--- src/rtl/pkt_router_pkg.sv ---
package pkt_router_pkg;

  typedef enum logic [1:0] {
    RT_DROP  = 2'd0,
    RT_LOCAL = 2'd1,
    RT_RADIO = 2'd2,
    RT_HOST  = 2'd3
  } route_e;

  localparam logic [7:0] CMD_REQ_LO = 8'hA0;
  localparam logic [7:0] CMD_RSP_LO = 8'hC0;
  localparam logic [7:0] CMD_HI     = 8'hDF;
  localparam logic [7:0] CMD_MON_ON = 8'hA6;
  localparam logic [7:0] CMD_MON_OFF = 8'hA7;

  function automatic route_e pick_route(input logic from_radio,
                                        input logic [15:0] dest,
                                        input logic [15:0] own,
                                        input logic [7:0] cmd,
                                        input logic mon);
    if (!from_radio) return (dest == own) ? RT_LOCAL : RT_RADIO;
    if (dest == 16'd0) return RT_HOST;
    if (dest == own) return (cmd < CMD_RSP_LO) ? RT_LOCAL : RT_HOST;
    return mon ? RT_HOST : RT_DROP;
  endfunction

endpackage

--- src/rtl/pr_ingress.sv ---
module pr_ingress
  import pkt_router_pkg::*;
#(
  parameter bit FROM_RADIO = 1'b0,
  parameter int MIN_LEN    = 5,
  parameter int MAX_LEN    = 125,
  parameter int GAP_LIM    = 64
) (
  input  logic        clk,
  input  logic        rst_n,
  input  logic [15:0] own_id,
  input  logic        mon,
  input  logic        in_valid,
  input  logic [7:0]  in_data,
  output logic        in_ready,
  output logic        out_valid,
  output logic [7:0]  out_data,
  output logic        out_last,
  output route_e      out_route,
  output logic [7:0]  out_cmd,
  input  logic        out_ready,
  output logic        bad_pkt
);
  localparam int DEPTH = MAX_LEN + 1;
  localparam int AW    = $clog2(DEPTH);
  localparam int GW    = $clog2(GAP_LIM + 1);

  typedef enum logic [1:0] {S_IDLE, S_RECV, S_CHECK, S_SEND} st_e;

  st_e            st;
  logic [7:0]     buf_q [DEPTH];
  logic [7:0]     len_q;
  logic [7:0]     idx_q;
  logic [AW-1:0]  rd_q;
  logic [GW-1:0]  gap_q;
  route_e         route_q;
  logic           take, wr_en;
  logic [AW-1:0]  wr_idx;
  logic [15:0]    dest_w;
  logic           hdr_ok;
  route_e         route_w;

  assign in_ready = (st == S_IDLE) || (st == S_RECV);
  assign take     = in_valid && in_ready;
  assign wr_en    = take && ((st == S_IDLE) || (idx_q < 8'(DEPTH)));
  assign wr_idx   = (st == S_IDLE) ? '0 : idx_q[AW-1:0];

  assign dest_w  = {buf_q[1], buf_q[2]};
  assign out_cmd = buf_q[5];
  assign hdr_ok  = (len_q >= 8'(MIN_LEN)) && (len_q <= 8'(MAX_LEN)) &&
                   (buf_q[5] >= CMD_REQ_LO) && (buf_q[5] <= CMD_HI);
  assign route_w = pick_route(FROM_RADIO, dest_w, own_id, buf_q[5], mon);

  assign out_valid = (st == S_SEND);
  assign out_data  = buf_q[rd_q];
  assign out_last  = (8'(rd_q) == len_q);
  assign out_route = route_q;

  always_ff @(posedge clk) begin
    if (wr_en) buf_q[wr_idx] <= in_data;
  end

  always_ff @(posedge clk) begin
    if (!rst_n) begin
      st      <= S_IDLE;
      len_q   <= '0;
      idx_q   <= '0;
      rd_q    <= '0;
      gap_q   <= '0;
      route_q <= RT_DROP;
      bad_pkt <= 1'b0;
    end else begin
      bad_pkt <= 1'b0;
      unique case (st)
        S_IDLE: begin
          gap_q <= '0;
          if (take) begin
            len_q <= in_data;
            idx_q <= 8'd1;
            st    <= (in_data == 8'd0) ? S_CHECK : S_RECV;
          end
        end
        S_RECV: begin
          if (take) begin
            gap_q <= '0;
            idx_q <= idx_q + 8'd1;
            if (idx_q == len_q) st <= S_CHECK;
          end else if (gap_q == GW'(GAP_LIM - 1)) begin
            st <= S_IDLE;
          end else begin
            gap_q <= gap_q + 1'b1;
          end
        end
        S_CHECK: begin
          rd_q <= '0;
          if (!hdr_ok) begin
            bad_pkt <= 1'b1;
            st      <= S_IDLE;
          end else if (route_w == RT_DROP) begin
            st <= S_IDLE;
          end else begin
            route_q <= route_w;
            st      <= S_SEND;
          end
        end
        S_SEND: begin
          if (out_ready) begin
            rd_q <= rd_q + 1'b1;
            if (out_last) st <= S_IDLE;
          end
        end
        default: st <= S_IDLE;
      endcase
    end
  end
endmodule

--- src/rtl/pr_local_arb.sv ---
module pr_local_arb #(
  parameter int NSRC = 2
) (
  input  logic                 clk,
  input  logic                 rst_n,
  input  logic [NSRC-1:0]      req_v,
  input  logic [NSRC-1:0][7:0] req_d,
  input  logic [NSRC-1:0]      req_l,
  output logic [NSRC-1:0]      req_rdy,
  output logic                 out_v,
  output logic [7:0]           out_d,
  output logic                 out_l,
  input  logic                 out_rdy,
  output logic                 sel_o
);
  logic busy_q, sel_q, prio_q;

  assign sel_o = sel_q;
  assign out_v = busy_q && req_v[sel_q];
  assign out_d = req_d[sel_q];
  assign out_l = req_l[sel_q];

  always_comb begin
    req_rdy = '0;
    if (busy_q) req_rdy[sel_q] = out_rdy;
  end

  always_ff @(posedge clk) begin
    if (!rst_n) begin
      busy_q <= 1'b0;
      sel_q  <= 1'b0;
      prio_q <= 1'b0;
    end else if (!busy_q) begin
      if (req_v != '0) begin
        busy_q <= 1'b1;
        sel_q  <= req_v[prio_q] ? prio_q : ~prio_q;
      end
    end else if (out_v && out_rdy && out_l) begin
      busy_q <= 1'b0;
      prio_q <= ~sel_q;
    end
  end
endmodule

--- src/rtl/pkt_router.sv ---
module pkt_router
  import pkt_router_pkg::*;
#(
  parameter int MIN_LEN = 5,
  parameter int MAX_LEN = 125,
  parameter int GAP_LIM = 64
) (
  input  logic        clk,
  input  logic        rst_n,
  input  logic [15:0] own_id,
  input  logic        host_in_valid,
  input  logic [7:0]  host_in_data,
  output logic        host_in_ready,
  input  logic        radio_in_valid,
  input  logic [7:0]  radio_in_data,
  output logic        radio_in_ready,
  output logic        host_out_valid,
  output logic [7:0]  host_out_data,
  output logic        host_out_last,
  input  logic        host_out_ready,
  output logic        radio_out_valid,
  output logic [7:0]  radio_out_data,
  output logic        radio_out_last,
  input  logic        radio_out_ready,
  output logic        local_out_valid,
  output logic [7:0]  local_out_data,
  output logic        local_out_last,
  input  logic        local_out_ready,
  output logic        monitor_on,
  output logic        err_flag
);
  localparam int NSIDE = 2;

  logic [NSIDE-1:0]      in_v, in_r, o_v, o_l, o_r, bad, loc_req, loc_rdy;
  logic [NSIDE-1:0][7:0] in_d, o_d, o_cmd;
  route_e                o_rt [NSIDE];
  logic                  arb_sel;
  logic                  mon_q, err_q;

  assign in_v = {radio_in_valid, host_in_valid};
  assign in_d = {radio_in_data, host_in_data};
  assign host_in_ready  = in_r[0];
  assign radio_in_ready = in_r[1];

  for (genvar gi = 0; gi < NSIDE; gi++) begin : g_side
    pr_ingress #(
      .FROM_RADIO(gi == 1), .MIN_LEN(MIN_LEN), .MAX_LEN(MAX_LEN), .GAP_LIM(GAP_LIM)
    ) u_ing (
      .clk(clk), .rst_n(rst_n), .own_id(own_id), .mon(mon_q),
      .in_valid(in_v[gi]), .in_data(in_d[gi]), .in_ready(in_r[gi]),
      .out_valid(o_v[gi]), .out_data(o_d[gi]), .out_last(o_l[gi]),
      .out_route(o_rt[gi]), .out_cmd(o_cmd[gi]), .out_ready(o_r[gi]),
      .bad_pkt(bad[gi])
    );
    assign loc_req[gi] = o_v[gi] && (o_rt[gi] == RT_LOCAL);
    if (gi == 0) begin : g_host
      assign o_r[gi] = (o_rt[gi] == RT_LOCAL) ? loc_rdy[gi] : radio_out_ready;
    end else begin : g_radio
      assign o_r[gi] = (o_rt[gi] == RT_LOCAL) ? loc_rdy[gi] : host_out_ready;
    end
  end

  assign radio_out_valid = o_v[0] && (o_rt[0] == RT_RADIO);
  assign radio_out_data  = o_d[0];
  assign radio_out_last  = o_l[0];
  assign host_out_valid  = o_v[1] && (o_rt[1] == RT_HOST);
  assign host_out_data   = o_d[1];
  assign host_out_last   = o_l[1];

  pr_local_arb #(.NSRC(NSIDE)) u_arb (
    .clk(clk), .rst_n(rst_n),
    .req_v(loc_req), .req_d(o_d), .req_l(o_l), .req_rdy(loc_rdy),
    .out_v(local_out_valid), .out_d(local_out_data), .out_l(local_out_last),
    .out_rdy(local_out_ready), .sel_o(arb_sel)
  );

  always_ff @(posedge clk) begin
    if (!rst_n) begin
      mon_q <= 1'b0;
      err_q <= 1'b0;
    end else begin
      if (bad != '0) err_q <= 1'b1;
      if (local_out_valid && local_out_ready && local_out_last) begin
        if (o_cmd[arb_sel] == CMD_MON_ON)  mon_q <= 1'b1;
        if (o_cmd[arb_sel] == CMD_MON_OFF) mon_q <= 1'b0;
      end
    end
  end

  assign monitor_on = mon_q;
  assign err_flag   = err_q;
endmodule

--- config.mk ---
export PLATFORM = sky130hd
export DESIGN_NAME = pkt_router
export DESIGN_NICKNAME = d
export VERILOG_FILES = /design/src/rtl/pkt_router_pkg.sv /design/src/rtl/pr_ingress.sv /design/src/rtl/pr_local_arb.sv /design/src/rtl/pkt_router.sv
export SDC_FILE = /design/constraint.sdc
export NUM_CORES = 2
export LEC_CHECK = 0
export ABC_AREA = 1
export BUFFER_PORTS_ARGS = -buffer_cell sky130_fd_sc_hd__buf_2
export CAP_MARGIN = 0
export CELL_PAD_IN_SITES_DETAIL_PLACEMENT = 0
export CELL_PAD_IN_SITES_GLOBAL_PLACEMENT = 1
export CORE_AREA = 8 8 476 478
export DETAILED_ROUTE_END_ITERATION = 8
export DIE_AREA = 0 0 484 486
export PLACE_DENSITY_LB_ADDON = 0.1
export SYNTH_ARGS = -nofsm -noshare
export SYNTH_HDL_FRONTEND = slang
export SYNTH_SLANG_ARGS = --single-unit
--- constraint.sdc ---
create_clock -name clk -period 4.85 [get_ports clk]
set_input_delay 0.2425 -clock clk [delete_from_list [all_inputs] [get_ports clk]]
set_output_delay 0.2425 -clock clk [all_outputs]
set_load 0.02 [all_outputs]
Word level (Yosys, flattened, before mapping)
Memories as Yosys holds them, arrays and structs flattened. A register that Yosys moved wholly into a read port is not among the register bits.
Cells that the tools add are included.
{ "totals": {"reg_bits": 75, "latchBits": 0, "ram_bits": 2016, "rom_bits": 0, "out_inout_bits": 34, "wordCells": 213, "n_memories": 2} }
{ "classes": {"add_sub_neg": 6, "multipliers": 0, "div": 0, "magnitude_cmp": 14, "eq_ne": 34, "shift": 0, "mux": 79, "bitwise": 6, "reduce_logical": 53} }
{ "memory_table": {"columns": ["memory", "depth", "width", "read_ports", "rd_ports_with_merged_regs", "write_ports", "line", "text"], "rows": [
  ["g_side[0].u_ing.buf_q", 126, 8, 4, 1, 1, "pr_ingress.sv:31", "logic [7:0] buf_q [DEPTH];"],
  ["g_side[1].u_ing.buf_q", 126, 8, 4, 1, 1, "pr_ingress.sv:31", null]
]} }
{ "op_table": {"columns": ["cell", "n"], "rows": [
  ["two-way mux 7 bit", 12],
  ["two-way mux 8 bit", 8],
  ["one-hot mux 7 bit (2 select lines)", 4],
  ["two-way mux 2 bit", 26],
  ["equality test 16 bit", 2],
  ["one-hot mux 8 bit (2 select lines)", 2],
  ["adder 7 x 1 -> 7 bit (second input constant)", 4],
  ["two-way mux 1 bit", 24],
  ["AND reduction 2 bit", 11],
  ["logical AND 1 bit", 18],
  ["adder 8 x 1 -> 8 bit (second input constant)", 2],
  ["equality test 7 x 8 -> 1 bit", 2],
  ["equality test 8 bit", 2],
  ["equality test 8 bit (second input constant)", 2],
  ["greater-or-equal comparator 8 x 3 -> 1 bit (second input constant)", 2],
  ["greater-or-equal comparator 8 bit (second input constant)", 2],
  ["<= comparator 8 x 7 -> 1 bit (second input constant)", 2],
  ["<= comparator 8 bit (second input constant)", 2],
  ["logical NOT 16 bit", 1],
  ["logical NOT 8 bit", 2],
  ["less-than comparator 8 x 7 -> 1 bit (second input constant)", 2],
  ["one-hot mux 2 bit (4 select lines)", 2],
  ["equality test 7 x 6 -> 1 bit (second input constant)", 2],
  ["nonzero test 2 bit", 7],
  ["other kinds (16)", 49]
]} }

Depth between registers and ports, before layout
{ "depth": {"depth_word": 11, "depth_mapped": 16} }

Cells and area by module
Synthesis repeated with hierarchy kept, for this count alone.
{ "unflattened": {"cells_unflattened": 7853, "area_unflattened_um2": 87392.6} }
{ "by_module_without_submodules": {"columns": ["module", "n_inst", "cells_per_inst", "area_per_inst_um2", "seq_area_each_um2"], "rows": [
  ["pr_ingress at g_side[1].u_ing", 1, 3912, 43480.5, 31109.8],
  ["pr_ingress at g_side[0].u_ing", 1, 3830, 43347.8, 31109.8],
  ["pr_local_arb", 1, 60, 312.8, 60.1],
  ["pkt_router", 1, 51, 251.5, 40.0]
]} }

Least setup slack after synthesis
No wires, ideal clock.
{ "synth_timing": {"path_kind": "register to register", "startpoint": "register g_side[1].u_ing.st[0]", "endpoint": "memory g_side[1].u_ing.buf_q[102][0], enable pin", "setup_time_ns": 0.395, "arrival_ns": 2.030, "path_slack_ns": 2.425, "stages_incl_launch_ff": 9, "path_buffers": 1, "synth_period_minus_slack_ns": 2.425, "cell_sequence": "dfxtp_1 -> nor2_4 -> inv_2 -> nor2_4 -> inv_2 -> nand2_1 -> buf_4 -> nand3_2 -> nor4_1"} }
{ "synth_between": {"elab_chain_cells": 6, "elab_cells_between_ends": 9} }
{ "synth_rtl": {"columns": ["item", "line", "text"], "rows": [
  ["start: declaration", "pr_ingress.sv:30", "st_e st;"],
  ["start signal: assignment", "pr_ingress.sv:80", "st <= (in_data == 8'd0) ? S_CHECK : S_RECV;"],
  ["equality test 2 x 1 -> 1 bit / logical NOT 2 bit (equally long branches)", "pr_ingress.sv:43, pr_ingress.sv:45, pr_ingress.sv:46", null],
  ["logical OR 1 bit", "pr_ingress.sv:43", "assign in_ready = (st == S_IDLE) || (st == S_RECV);"],
  ["logical AND 1 bit", "pr_ingress.sv:44", "assign take = in_valid && in_ready;"],
  ["logical AND 1 bit", "pr_ingress.sv:45", "assign wr_en = take && ((st == S_IDLE) || (idx_q < 8'(DEPTH)));"],
  ["two-way mux 1 bit", "pr_ingress.sv:60", "if (wr_en) buf_q[wr_idx] <= in_data;"],
  ["two-way mux 1 bit (implied by the code)", "pr_ingress.sv:60", null],
  ["end: declaration", "pr_ingress.sv:31", null]
]} }
Several ways; a longest one is shown, not always the timed one.

==> reports/results.md <==
| Step | Metric | This run |
|:---|:---|:---|
| run status | Run status | finished clean |
| placement | # port buffers | 72 |
| finish | Fraction of layout instances using a drive strength above 1 | 7.16% |
| placement | Worst Setup Slack post-DPL | 1280 ps |
| worst setup path | Worst Path Class, Setup | reg -> out |
| route | Detailed-route wire length per cell | 24.5 um |
| logic synthesis | Synth area leader | sky130_fd_sc_hd__edfxtp_1 |
| power | Peak supply drop | 393 uV |
| finish | Non-filler cells, final | 10809 |
| clocking | Buffer type at the clock tree root | sky130_fd_sc_hd__clkbuf_16 |
| power | Post-layout total power | 38200 uW |
| global route | Via count of the first global-routing pass | 55272 |
| worst setup path | Sort of element at the start of the critical path | flip-flop |
| route | Antenna-violating nets left | 0 |
| logic synthesis | Post-synthesis sequential element count | 2105 |
| route | Total wire length | 265000 um |
| route | Starting DRC count in detailed routing | 5411 |
| logic synthesis | Average cell area after synthesis | 11.2 um2 |
| global route | Global routing usage summed across all routing layers | 21.8% |
| logic synthesis | Mapped Nets | 7804 |
| flow run | Number of max-cap violations | 0 |
| floorplan | Width of the chip | 484 um |
| worst setup path | Required time worst endpoint | 4610 ps |
| route | Routed via count divided by cell count | 5.35 |
| worst hold path | Kind of path behind the tightest hold check | in -> reg |
| logic synthesis | Number of distinct library cells after synthesis | 52 |
| timing | Setup Total Neg Slack | 0 ps |
| global route | Global-route wire length before repair | 388000 um |
| clocking | CTS tree | built |
| route | Via count | 57836 |
| finish | Area growth syn-to-layout | 12.2% |
| route | First-pass iteration count of the detailed router | 5 |
| clocking | Num CTS Buffers | 224 |
| worst setup path | Critical-path maximum fanout | 98 |
| global route | GRT Residual Overflow | 0 |
| worst setup path | Critical path arrival | 4240 ps |
| worst setup path | Slowest cell on crit path | sky130_fd_sc_hd__inv_8 |
| clocking | Bufs on Longest Clock Path | 3 |
| timing | Pin slew with the least headroom to its limit | 1100 ps |
| clocking | Worst skew pair latency | 870 ps |
| logic synthesis | Fraction of post-synthesis cell area in the top cell type by area | 69.5% |
| finish | Total of fill cells in the finished design | 20452 |
| timing | RSZ-0062 raised after global routing | false |
| placement | Placed wire-length estimate after detailed placement | 155000 um |
| finish | NumNets Final | 7783 |
| logic synthesis | Register area share after synthesis | 71.5% |
| clocking | TritonCTS Sinks | 2105 |
| worst setup path | Delay contributed by the slowest stage of the critical path | 500 ps |
| worst setup path | Gate family responsible for the most delay along the worst path | simple AND/OR/NAND/NOR gates |
| worst setup path | Most common cell on crit path | sky130_fd_sc_hd__nand3_1 |
| clocking | Count of cells resized by post-cts repair | 0 |
| worst setup path | Ordered cell list for the critical path | inv_8, buf_12, nand2_1, nand3_1, nand3_1, nand3_1, nand2_1, nand2_1, nand3_1, nand3_1, nand3_1, nand2_1, buf_2 |
| timing | Fin worst setup slack | 364 ps |
| worst setup path | Nature of the critical path endpoint | output port |
| timing | Maximum clock frequency | 223 MHz |
| worst setup path | Buffer and inverter count on the worst path | 3 |
| logic synthesis | Largest cells by area after synthesis | sky130_fd_sc_hd__edfxtp_1, sky130_fd_sc_hd__nand3_1, sky130_fd_sc_hd__nand2_1, sky130_fd_sc_hd__dfxtp_1, sky130_fd_sc_hd__buf_2 |
| placement | Placed cell count | 10360 |
| logic synthesis | Warning count from the yosys run | 0 |
| timing | Max_slew headroom | 26.4% |
| logic synthesis | Total standard cell area after synthesis | 87100 um2 |
| logic synthesis | EDFF count, synth | 2016 |
| placement | Final GP Congestion | 0.839 |
| clocking | Number of H-tree levels | 4 |
| timing | Final Hold Viols | 0 |
| timing | Final period utilization | 92.5% |
| floorplan | Floorplan core area | 219000 um2 |
| floorplan | Io pins | 73 |
| floorplan | Area enclosed by the die boundary | 235000 um2 |
| logic synthesis | Cell with the most instances after synthesis | sky130_fd_sc_hd__nand2_1 |
| timing | Worst clock skew | 28.4 ps |
| clocking | Buffer count from post-CTS setup fixing | 0 |
| timing | Number of pins with negative max-slew slack in the final report | 0 |
| global route | Maximum number of pins on one net before global-route repair | 171 |
| timing | Number of failing setup endpoints in the final timing report | 0 |
| clocking | Clk slew on worst S/H paths | 60 ps |
| logic synthesis | Cell count after synthesis | 7759 |
| power | Static Leak | 0.0342 uW |
| logic synthesis | Fraction of registers with async set or reset after synthesis | 0% |
| floorplan | Number of standard-cell rows in the floorplan | 172 |
| floorplan | Starting density of the core | 39.9% |
| clocking | Count of hold buffers inserted by post-cts repair | 23 |
| logic synthesis | Top cells by instance count after synthesis | sky130_fd_sc_hd__nand2_1, sky130_fd_sc_hd__edfxtp_1, sky130_fd_sc_hd__nand3_1, sky130_fd_sc_hd__nor2_1, sky130_fd_sc_hd__buf_2 |
| timing | Final Critical Period | 4490 ps |
| floorplan | Y dimension of the die | 486 um |
| global route | Antenna violations before repair | 6 |
| logic synthesis | Prevailing post-synth register cell | sky130_fd_sc_hd__edfxtp_1 |
| route | # DRC | 0 |
| power | Pwr/cell area | 391 nW/um2 |
[kinds of logic (layout without fill, tap and decap cells)]
family	Yosys count	in the layout	share of synthesized area, %
and+or+nand+nor	4826	4826	23.8
buffers and inverters	633	808	3.21
DFF	2105	2105	71.5
AOI/OAI and AO/OA	145	145	0.899
adders and majority gates	6	6	0.0861
xor gates and xnor gates	44	44	0.442
other	0	4	0
[routing by layer]
layer / up-vias / track usage, % / routed length (um) / part of all wire (%)
li1: 27123 / - / - / -
met5: - / 0 / 0 / 0
met4: 0 / 5.71 / 6500 / 2.4
met3: 314 / 3.46 / 16100 / 6.1
met2: 1669 / 33.5 / 119000 / 45
met1: 28730 / 32.4 / 124000 / 47
[cell usage in the layout, fill, tap and decap left out, types with 8 or more instances in the layout]
| master | instances |
|---|---|
| sky130_fd_sc_hd__xor2_1 | 20 |
| sky130_fd_sc_hd__clkinv_2 | 56 |
| sky130_fd_sc_hd__buf_2 | 56 |
| sky130_fd_sc_hd__nand3_1 | 1862 |
| sky130_fd_sc_hd__nand4_1 | 24 |
| sky130_fd_sc_hd__dlygate4sd3_1 | 23 |
| sky130_fd_sc_hd__clkinv_1 | 62 |
| sky130_fd_sc_hd__inv_1 | 152 |
| sky130_fd_sc_hd__o21ai_0 | 47 |
| sky130_fd_sc_hd__edfxtp_1 | 2016 |
| sky130_fd_sc_hd__clkbuf_1 | 38 |
| sky130_fd_sc_hd__clkinvlp_4 | 8 |
| sky130_fd_sc_hd__bufinv_16 | 17 |
| sky130_fd_sc_hd__buf_4 | 98 |
| sky130_fd_sc_hd__and2_1 | 17 |
| sky130_fd_sc_hd__nor3_1 | 28 |
| sky130_fd_sc_hd__buf_12 | 37 |
| sky130_fd_sc_hd__nand2_1 | 2477 |
| sky130_fd_sc_hd__dfxtp_1 | 81 |
| sky130_fd_sc_hd__clkbuf_16 | 227 |
| sky130_fd_sc_hd__a21oi_1 | 79 |
| sky130_fd_sc_hd__nor4_1 | 9 |
| sky130_fd_sc_hd__xnor2_1 | 24 |
| sky130_fd_sc_hd__nor2_1 | 372 |
[final cells by class]
class | instances | area (um2) | area share, %
Tap cell | 2871 | 3590 | 3.67
Timing Repair Buffer | 220 | 2050 | 2.10
Clock inverter | 156 | 1240 | 1.27
Antenna cell | 4 | 10.0 | 0.0102
Inverter | 166 | 658 | 0.673
Clock buffer | 266 | 5840 | 5.97
Sequential cell | 2105 | 62300 | 63.8
Multi-Input combinational cell | 5021 | 22000 | 22.5
[through the flow]
stage               hold WS (ps)  utilization, %  area (um2)
finish                      74.3            44.7       97800
global route                55.5            44.7       97800
CTS                         5.86            44.7       97800
detailed placement           446            41.4       90400
global placement             424            41.4       90400
floorplan                    341               -       87100
[power breakdown]
part / switching, uW / internal, uW
combinational: 1200 / 327
clock: 7230 / 9460
sequential: 61.4 / 20000
[sequential cells by signal, indices dropped and copies added (netlist names), 2 cells and up, named ones only]
name / flops
g_side.u_ing.out_route: 4
g_side.u_ing.buf_q: 2016
g_side.u_ing.idx_q: 16
g_side.u_ing.len_q: 16
g_side.u_ing.bad_pkt: 2
g_side.u_ing.st: 4
g_side.u_ing.rd_q: 14
g_side.u_ing.gap_q: 14
[final timing paths]
check                                             start                      endpoint  slack [ps]  cells after the start
worst min register to register  g_side[0].u_ing.bad_pkt                      err_flag         450                      2
worst max-delay path                          flip-flop             local_out_data[5]         360                     13
worst min-delay path                   radio_in_data[5]  g_side[1].u_ing.buf_q[99][5]          70                      1
worst max register to register    g_side[0].u_ing.st[0]  g_side[0].u_ing.buf_q[44][0]        1320                      6
Power figures use the tool's default switching activity.
